## config.mk

```make
export PLATFORM = sky130hd
export DESIGN_NAME = chg_tally_bank
export DESIGN_NICKNAME = d
export VERILOG_FILES = /design/src/rtl/tally_pkg.sv /design/src/rtl/tally_qty_ctr.sv /design/src/rtl/tally_time_ctr.sv /design/src/rtl/chg_tally_bank.sv
export SDC_FILE = /design/constraint.sdc
export NUM_CORES = 1
export LEC_CHECK = 0
export BUFFER_PORTS_ARGS = -buffer_cell sky130_fd_sc_hd__buf_2
export CORE_ASPECT_RATIO = 0.7
export CORE_MARGIN = 3
export CORE_UTILIZATION = 43
export CTS_BUF_LIST = sky130_fd_sc_hd__clkbuf_8
export DETAILED_ROUTE_END_ITERATION = 7
export SLEW_MARGIN = 20
export SYNTH_ARGS = -nofsm -noshare
export SYNTH_HDL_FRONTEND = slang
export SYNTH_SLANG_ARGS = --single-unit
```

## constraint.sdc

```tcl
create_clock -name clk -period 5.7 [get_ports clk]
set_clock_uncertainty 0.1 [all_clocks]
set_input_delay 0 -clock clk [delete_from_list [all_inputs] [get_ports clk]]
set_output_delay 0 -clock clk [all_outputs]
set_load 0.01 [all_outputs]
```

## src/rtl/tally_pkg.sv

```systemverilog
package tally_pkg;
  localparam int CNT_W    = 16;
  localparam int DIV_LOG2 = 8;

  localparam logic [6:0] ADDR_CLR   = 7'h63;
  localparam logic [6:0] ADDR_MODE  = 7'h64;
  localparam logic [6:0] ADDR_CTC_L = 7'h65;
  localparam logic [6:0] ADDR_CTC_H = 7'h66;
  localparam logic [6:0] ADDR_DTC_L = 7'h67;
  localparam logic [6:0] ADDR_DTC_H = 7'h68;
  localparam logic [6:0] ADDR_CCR_L = 7'h6B;
  localparam logic [6:0] ADDR_CCR_H = 7'h6C;
  localparam logic [6:0] ADDR_DCR_L = 7'h6D;
  localparam logic [6:0] ADDR_DCR_H = 7'h6E;

  typedef enum logic [1:0] {
    POL_IDLE = 2'b00,
    POL_CHG  = 2'b01,
    POL_DIS  = 2'b10,
    POL_BAD  = 2'b11
  } pol_e;

  function automatic logic [CNT_W-1:0] bump(input logic [CNT_W-1:0] cur);
    return cur + 1'b1;
  endfunction

  function automatic logic [CNT_W-1:0] load_byte(input logic [CNT_W-1:0] cur,
                                                 input logic hi,
                                                 input logic [7:0] b);
    logic [CNT_W-1:0] r;
    r = cur;
    if (hi) r[15:8] = b;
    else    r[7:0]  = b;
    return r;
  endfunction
endpackage

```

## src/rtl/tally_qty_ctr.sv

```systemverilog
module tally_qty_ctr
  import tally_pkg::*;
(
  input  logic             clk,
  input  logic             rst_n,
  input  logic             step,
  input  logic             clr,
  input  logic             wr_lo,
  input  logic             wr_hi,
  input  logic [7:0]       wdata,
  output logic [CNT_W-1:0] cnt
);
  logic wr_any;
  assign wr_any = wr_lo | wr_hi;

  always_ff @(posedge clk) begin
    if (!rst_n)      cnt <= '0;
    else if (clr)    cnt <= '0;
    else if (wr_any) cnt <= load_byte(cnt, wr_hi, wdata);
    else if (step)   cnt <= bump(cnt);
  end


  qty_clear_chk: assert property (@(posedge clk) disable iff (!rst_n)
    clr |=> cnt == '0);

  qty_hold_chk: assert property (@(posedge clk) disable iff (!rst_n)
    (!step && !clr && !wr_any) |=> $stable(cnt));

  qty_wrap_chk: assert property (@(posedge clk) disable iff (!rst_n)
    (step && !clr && !wr_any && cnt == '1) |=> cnt == '0);
endmodule

```

## src/rtl/tally_time_ctr.sv

```systemverilog
module tally_time_ctr
  import tally_pkg::*;
#(
  parameter int DL = DIV_LOG2
)(
  input  logic             clk,
  input  logic             rst_n,
  input  logic             step,
  input  logic             clr,
  input  logic             wr_lo,
  input  logic             wr_hi,
  input  logic [7:0]       wdata,
  output logic [CNT_W-1:0] cnt,
  output logic             slow
);
  logic [DL-1:0] presc;
  logic          wr_any, presc_full, adv_evt, wrap_evt;

  assign wr_any     = wr_lo | wr_hi;
  assign presc_full = (presc == '1);
  assign adv_evt    = step && (!slow || presc_full) && !wr_any;
  assign wrap_evt   = adv_evt && (cnt == '1);

  always_ff @(posedge clk) begin
    if (!rst_n || clr) begin
      cnt   <= '0;
      slow  <= 1'b0;
      presc <= '0;
    end else begin
      if (wr_any)       cnt <= load_byte(cnt, wr_hi, wdata);
      else if (adv_evt) cnt <= bump(cnt);
      if (wrap_evt) begin
        slow  <= !slow;
        presc <= '0;
      end else if (step && slow) begin
        presc <= presc + 1'b1;
      end
    end
  end


  time_clear_chk: assert property (@(posedge clk) disable iff (!rst_n)
    clr |=> (cnt == '0 && !slow));

  flag_flip_chk: assert property (@(posedge clk) disable iff (!rst_n)
    (!clr && wrap_evt) |=> slow != $past(slow));

  flag_hold_chk: assert property (@(posedge clk) disable iff (!rst_n)
    (!clr && !wrap_evt) |=> $stable(slow));

  slow_gate_chk: assert property (@(posedge clk) disable iff (!rst_n)
    (step && slow && !presc_full && !clr && !wr_any) |=> $stable(cnt));

  fast_step_chk: assert property (@(posedge clk) disable iff (!rst_n)
    (step && !slow && !clr && !wr_any && cnt != '1) |=> cnt == $past(cnt) + 1'b1);
endmodule

```

## src/rtl/chg_tally_bank.sv

```systemverilog
module chg_tally_bank
  import tally_pkg::*;
#(
  parameter int DL = DIV_LOG2
)(
  input  logic       clk,
  input  logic       rst_n,
  input  logic [1:0] sense_pol,
  input  logic       charge_pulse,
  input  logic       time_tick,
  input  logic [6:0] reg_addr,
  input  logic [7:0] reg_wdata,
  input  logic       reg_we,
  input  logic       reg_re,
  output logic [7:0] reg_rdata
);
  localparam int NDIR = 2;

  logic [3:0]       clr_vec;
  logic [NDIR-1:0]  dir_on, slow;
  logic [CNT_W-1:0] q_cnt [NDIR];
  logic [CNT_W-1:0] t_cnt [NDIR];
  logic [7:0]       rd_mux;

  assign clr_vec = (reg_we && reg_addr == ADDR_CLR) ? reg_wdata[3:0] : 4'h0;

  for (genvar d = 0; d < NDIR; d++) begin : g_dir
    localparam logic [6:0] QL = (d == 0) ? ADDR_DCR_L : ADDR_CCR_L;
    localparam logic [6:0] QH = (d == 0) ? ADDR_DCR_H : ADDR_CCR_H;
    localparam logic [6:0] TL = (d == 0) ? ADDR_DTC_L : ADDR_CTC_L;
    localparam logic [6:0] TH = (d == 0) ? ADDR_DTC_H : ADDR_CTC_H;
    localparam pol_e       PD = (d == 0) ? POL_DIS : POL_CHG;

    assign dir_on[d] = (sense_pol == PD);

    tally_qty_ctr u_qty (
      .clk(clk), .rst_n(rst_n),
      .step(dir_on[d] && charge_pulse),
      .clr(clr_vec[d]),
      .wr_lo(reg_we && reg_addr == QL),
      .wr_hi(reg_we && reg_addr == QH),
      .wdata(reg_wdata),
      .cnt(q_cnt[d])
    );

    tally_time_ctr #(.DL(DL)) u_time (
      .clk(clk), .rst_n(rst_n),
      .step(dir_on[d] && time_tick),
      .clr(clr_vec[2+d]),
      .wr_lo(reg_we && reg_addr == TL),
      .wr_hi(reg_we && reg_addr == TH),
      .wdata(reg_wdata),
      .cnt(t_cnt[d]),
      .slow(slow[d])
    );
  end

  always_comb begin
    case (reg_addr)
      ADDR_DCR_L: rd_mux = q_cnt[0][7:0];
      ADDR_DCR_H: rd_mux = q_cnt[0][15:8];
      ADDR_CCR_L: rd_mux = q_cnt[1][7:0];
      ADDR_CCR_H: rd_mux = q_cnt[1][15:8];
      ADDR_DTC_L: rd_mux = t_cnt[0][7:0];
      ADDR_DTC_H: rd_mux = t_cnt[0][15:8];
      ADDR_CTC_L: rd_mux = t_cnt[1][7:0];
      ADDR_CTC_H: rd_mux = t_cnt[1][15:8];
      ADDR_MODE:  rd_mux = {6'b0, slow};
      default:    rd_mux = 8'h00;
    endcase
  end

  always_ff @(posedge clk) begin
    if (!rst_n)      reg_rdata <= 8'h00;
    else if (reg_re) reg_rdata <= rd_mux;
  end


  dir_excl_chk: assert property (@(posedge clk) disable iff (!rst_n)
    (!dir_on[1] && clr_vec[1] == 1'b0 && !(reg_we && (reg_addr == ADDR_CCR_L || reg_addr == ADDR_CCR_H)))
      |=> $stable(q_cnt[1]));

  rd_hold_chk: assert property (@(posedge clk) disable iff (!rst_n)
    !reg_re |=> $stable(reg_rdata));
endmodule

```

==> run summary <==
CP Data Required Time -> 5.88 ns
syn avg cell area -> 7.75 um^2
CTS resizes -> 0
core area -> 14,100 um^2
Reg clk slew, reported paths -> 0.10 ns
Initial Util -> 44.4%
status -> complete, no violations
IO Pins -> 31
Worst Max-Slew Pin Slew -> 0.940 ns
yosys warns -> 0
synthesized net count -> 834
Startpoint Class -> flip-flop
initial DRC count -> 806
Slew headroom -> 37.3%
area grow syn2layout -> 7.96%
period utilization -> 42.3%
CTS buffer count -> 9
vias -> 6,579
number of global-route vias before repair -> 5,837
Worst Setup Path Type -> reg -> reg
GRT Util Overall -> 26.3%
post-route setup slack -> 3.29 ns
Cell Rows -> 36
first-pass GRT wire length -> 33,100 um
# Post-CTS Setup Buffers -> 0
Most used DFF post-synth -> dfxtp_1
Cell Pwr Density -> 205 nW/um^2
CTS sink cnt -> 90
die area -> 16,000 um^2
1st-pass router iterations -> 5
Max clock buf depth -> 2
Max FO, Critical Path -> 9
post-DP HPWL -> 14,900 um
post-synth top area cell -> dfxtp_1
most frequent cells in the layout -> 90 x dfxtp_1, 78 x a21oi_1, 78 x nand2_1
antenna-violating nets left -> 0
Post-synth EDFFs -> 0
Crit path arrival time -> 2.60 ns
Post-Synthesis Cells -> 805
largest net degree at the start of global routing -> 38
worst slack, placed -> 3.03 ns
Final nets -> 831
CP Capture Type -> flip-flop
die height -> 107 um
layout cells sized above 1 -> 9.29%
Die Wd -> 150 um
top cell type's share of synthesized area -> 28.9%
fillers -> 1,390
CTS tree -> yes
RSZ-0062 raised after global routing -> no
#FFs+latches synth -> 90
Root Driver -> clkbuf_8
Netlist cell types -> 80
Fmax achieved -> 414 MHz
Ant. Diodes -> 0
finished layout cell area -> 6740 um^2
multi-input logic area -> 4080 um^2
routed vias/inst -> 6.60
final hold viol count -> 0
final WL -> 21,100 um
Max-cap violations -> 0
clock period minus worst slack -> 2.41 ns
GRT Residual Overflow -> 0
clk_lat worst skew -> 0.39 ns
most common cell after layout, fill and taps aside -> dfxtp_1
gpl congestion -> 0.945
sequential cell area fraction in the yosys report -> 28.9%
Remaining DRCs -> 0
FF+latch area -> 1800 um^2
Leak Pwr -> 2.27 nW
port bufs -> 30
Final Max Slew Viols -> 0
FFs w/ async S/R, synth -> 0%
Final Setup Violations -> 0
Mapped Area -> 6240 um^2
drt wl/cell -> 21.1 um
synth top area cells -> dfxtp_1 29%, a21oi_1 6.3%, nand2_1 4.7%
CTS H-tree depth -> 3
dpl cell area -> 6370 um^2
worst hold path type -> in -> reg
Max rail drop VDD -> 96.8 uV
Fin Setup TNS -> 0 ns
initial antenna violation count -> 1
## report_power, final
part | internal, mW | switching, mW
registers | 0.634 | 0.00858
clock network | 0.345 | 0.249
logic | 0.0424 | 0.0995
## per-layer routing
| layer | global-route usage, % | vias to the layer above | part of all wire (%) |
|---|---|---|---|
| met5 | 0 | - | 0.033 |
| met4 | 7.18 | 2 | 1.8 |
| met3 | 6.84 | 26 | 10 |
| met2 | 35.8 | 324 | 41 |
| met1 | 40.4 | 3165 | 47 |
| li1 | - | 3062 | - |
## cell families (layout without fill, tap and decap cells)
kind of cell | count (synthesis) | in the layout | share of synthesized area (%)
buffers and inverters | 76 | 78 | 5.94
adders and majority gates | 6 | 6 | 1.20
and+or+nand+nor | 307 | 307 | 27.5
muxes | 16 | 16 | 2.65
DFF | 90 | 90 | 28.9
AOI/OAI and AO/OA | 295 | 295 | 31.6
xor gates and xnor gates | 15 | 15 | 2.23
## repair_timing
action / CTS / global route
setup endpoints to repair: 0 / 0
hold endpoints to repair: 29 / 0
hold buffers: 10 / 0
## path summary, 6_finish.rpt
check                                       from  depth (start not counted)                               endpoint  slack, ns
max          g_dir[1].u_time.cnt[1]$_SDFFE_PP0P_                          6  g_dir[1].u_time.presc[5]$_SDFFE_PP0P_       3.29
min                                 reg_wdata[4]                          3    g_dir[0].u_qty.cnt[12]$_SDFFE_PP0P_       0.04
max reg2reg  g_dir[1].u_time.cnt[1]$_SDFFE_PP0P_                          6  g_dir[1].u_time.presc[5]$_SDFFE_PP0P_       3.29
min reg2reg            reg_rdata[1]$_SDFFE_PN0P_                          2              reg_rdata[1]$_SDFFE_PN0P_       0.37
## worst max-delay path: stages (launching register included)
cell	delay, ns
dfxtp_1	0.50
ha_1	0.28
nand3_1	0.16
nor3_2	0.55
nand4_1	0.24
o21ai_2	0.36
nor2_1	0.10
## cell type report
class	count	area share, %
inverter	18	1.00
sequential	90	26.8
multi-input combinational	639	60.6
timing repair buffer	44	4.16
tap	190	3.53
clock inverter	6	1.91
clock buffer	10	2.04
## cell usage after synthesis (16+ instances only)
cell type	number
a211oi_1	18
o21ai_0	34
nand4_1	21
o21ai_1	23
nor3_1	22
dfxtp_1	90
a21oi_1	78
nand3_1	26
nor2_1	54
clkbuf_1	20
inv_1	18
nand2_1	78
a31oi_1	16
buf_2	26
## state kept, by name, summed over array words and instances (netlist names)
register            cells
g_dir.u_qty.cnt        32
g_dir.u_time.cnt       32
g_dir.u_time.presc     16
reg_rdata               8
g_dir.u_time.slow       2
## metrics by stage
stage	power, mW	std cells	util, %	hold slack (ns)
after floorplan	0.743	805	-	0.0618
after global placement	0.787	971	45.2	0.268
after detailed placement	0.789	971	45.3	0.290
after CTS	1.38	997	47.9	0.00589
after global routing	1.42	997	47.9	0.0609
final	1.38	997	47.9	0.0427
Power figures use the tool's default switching activity.
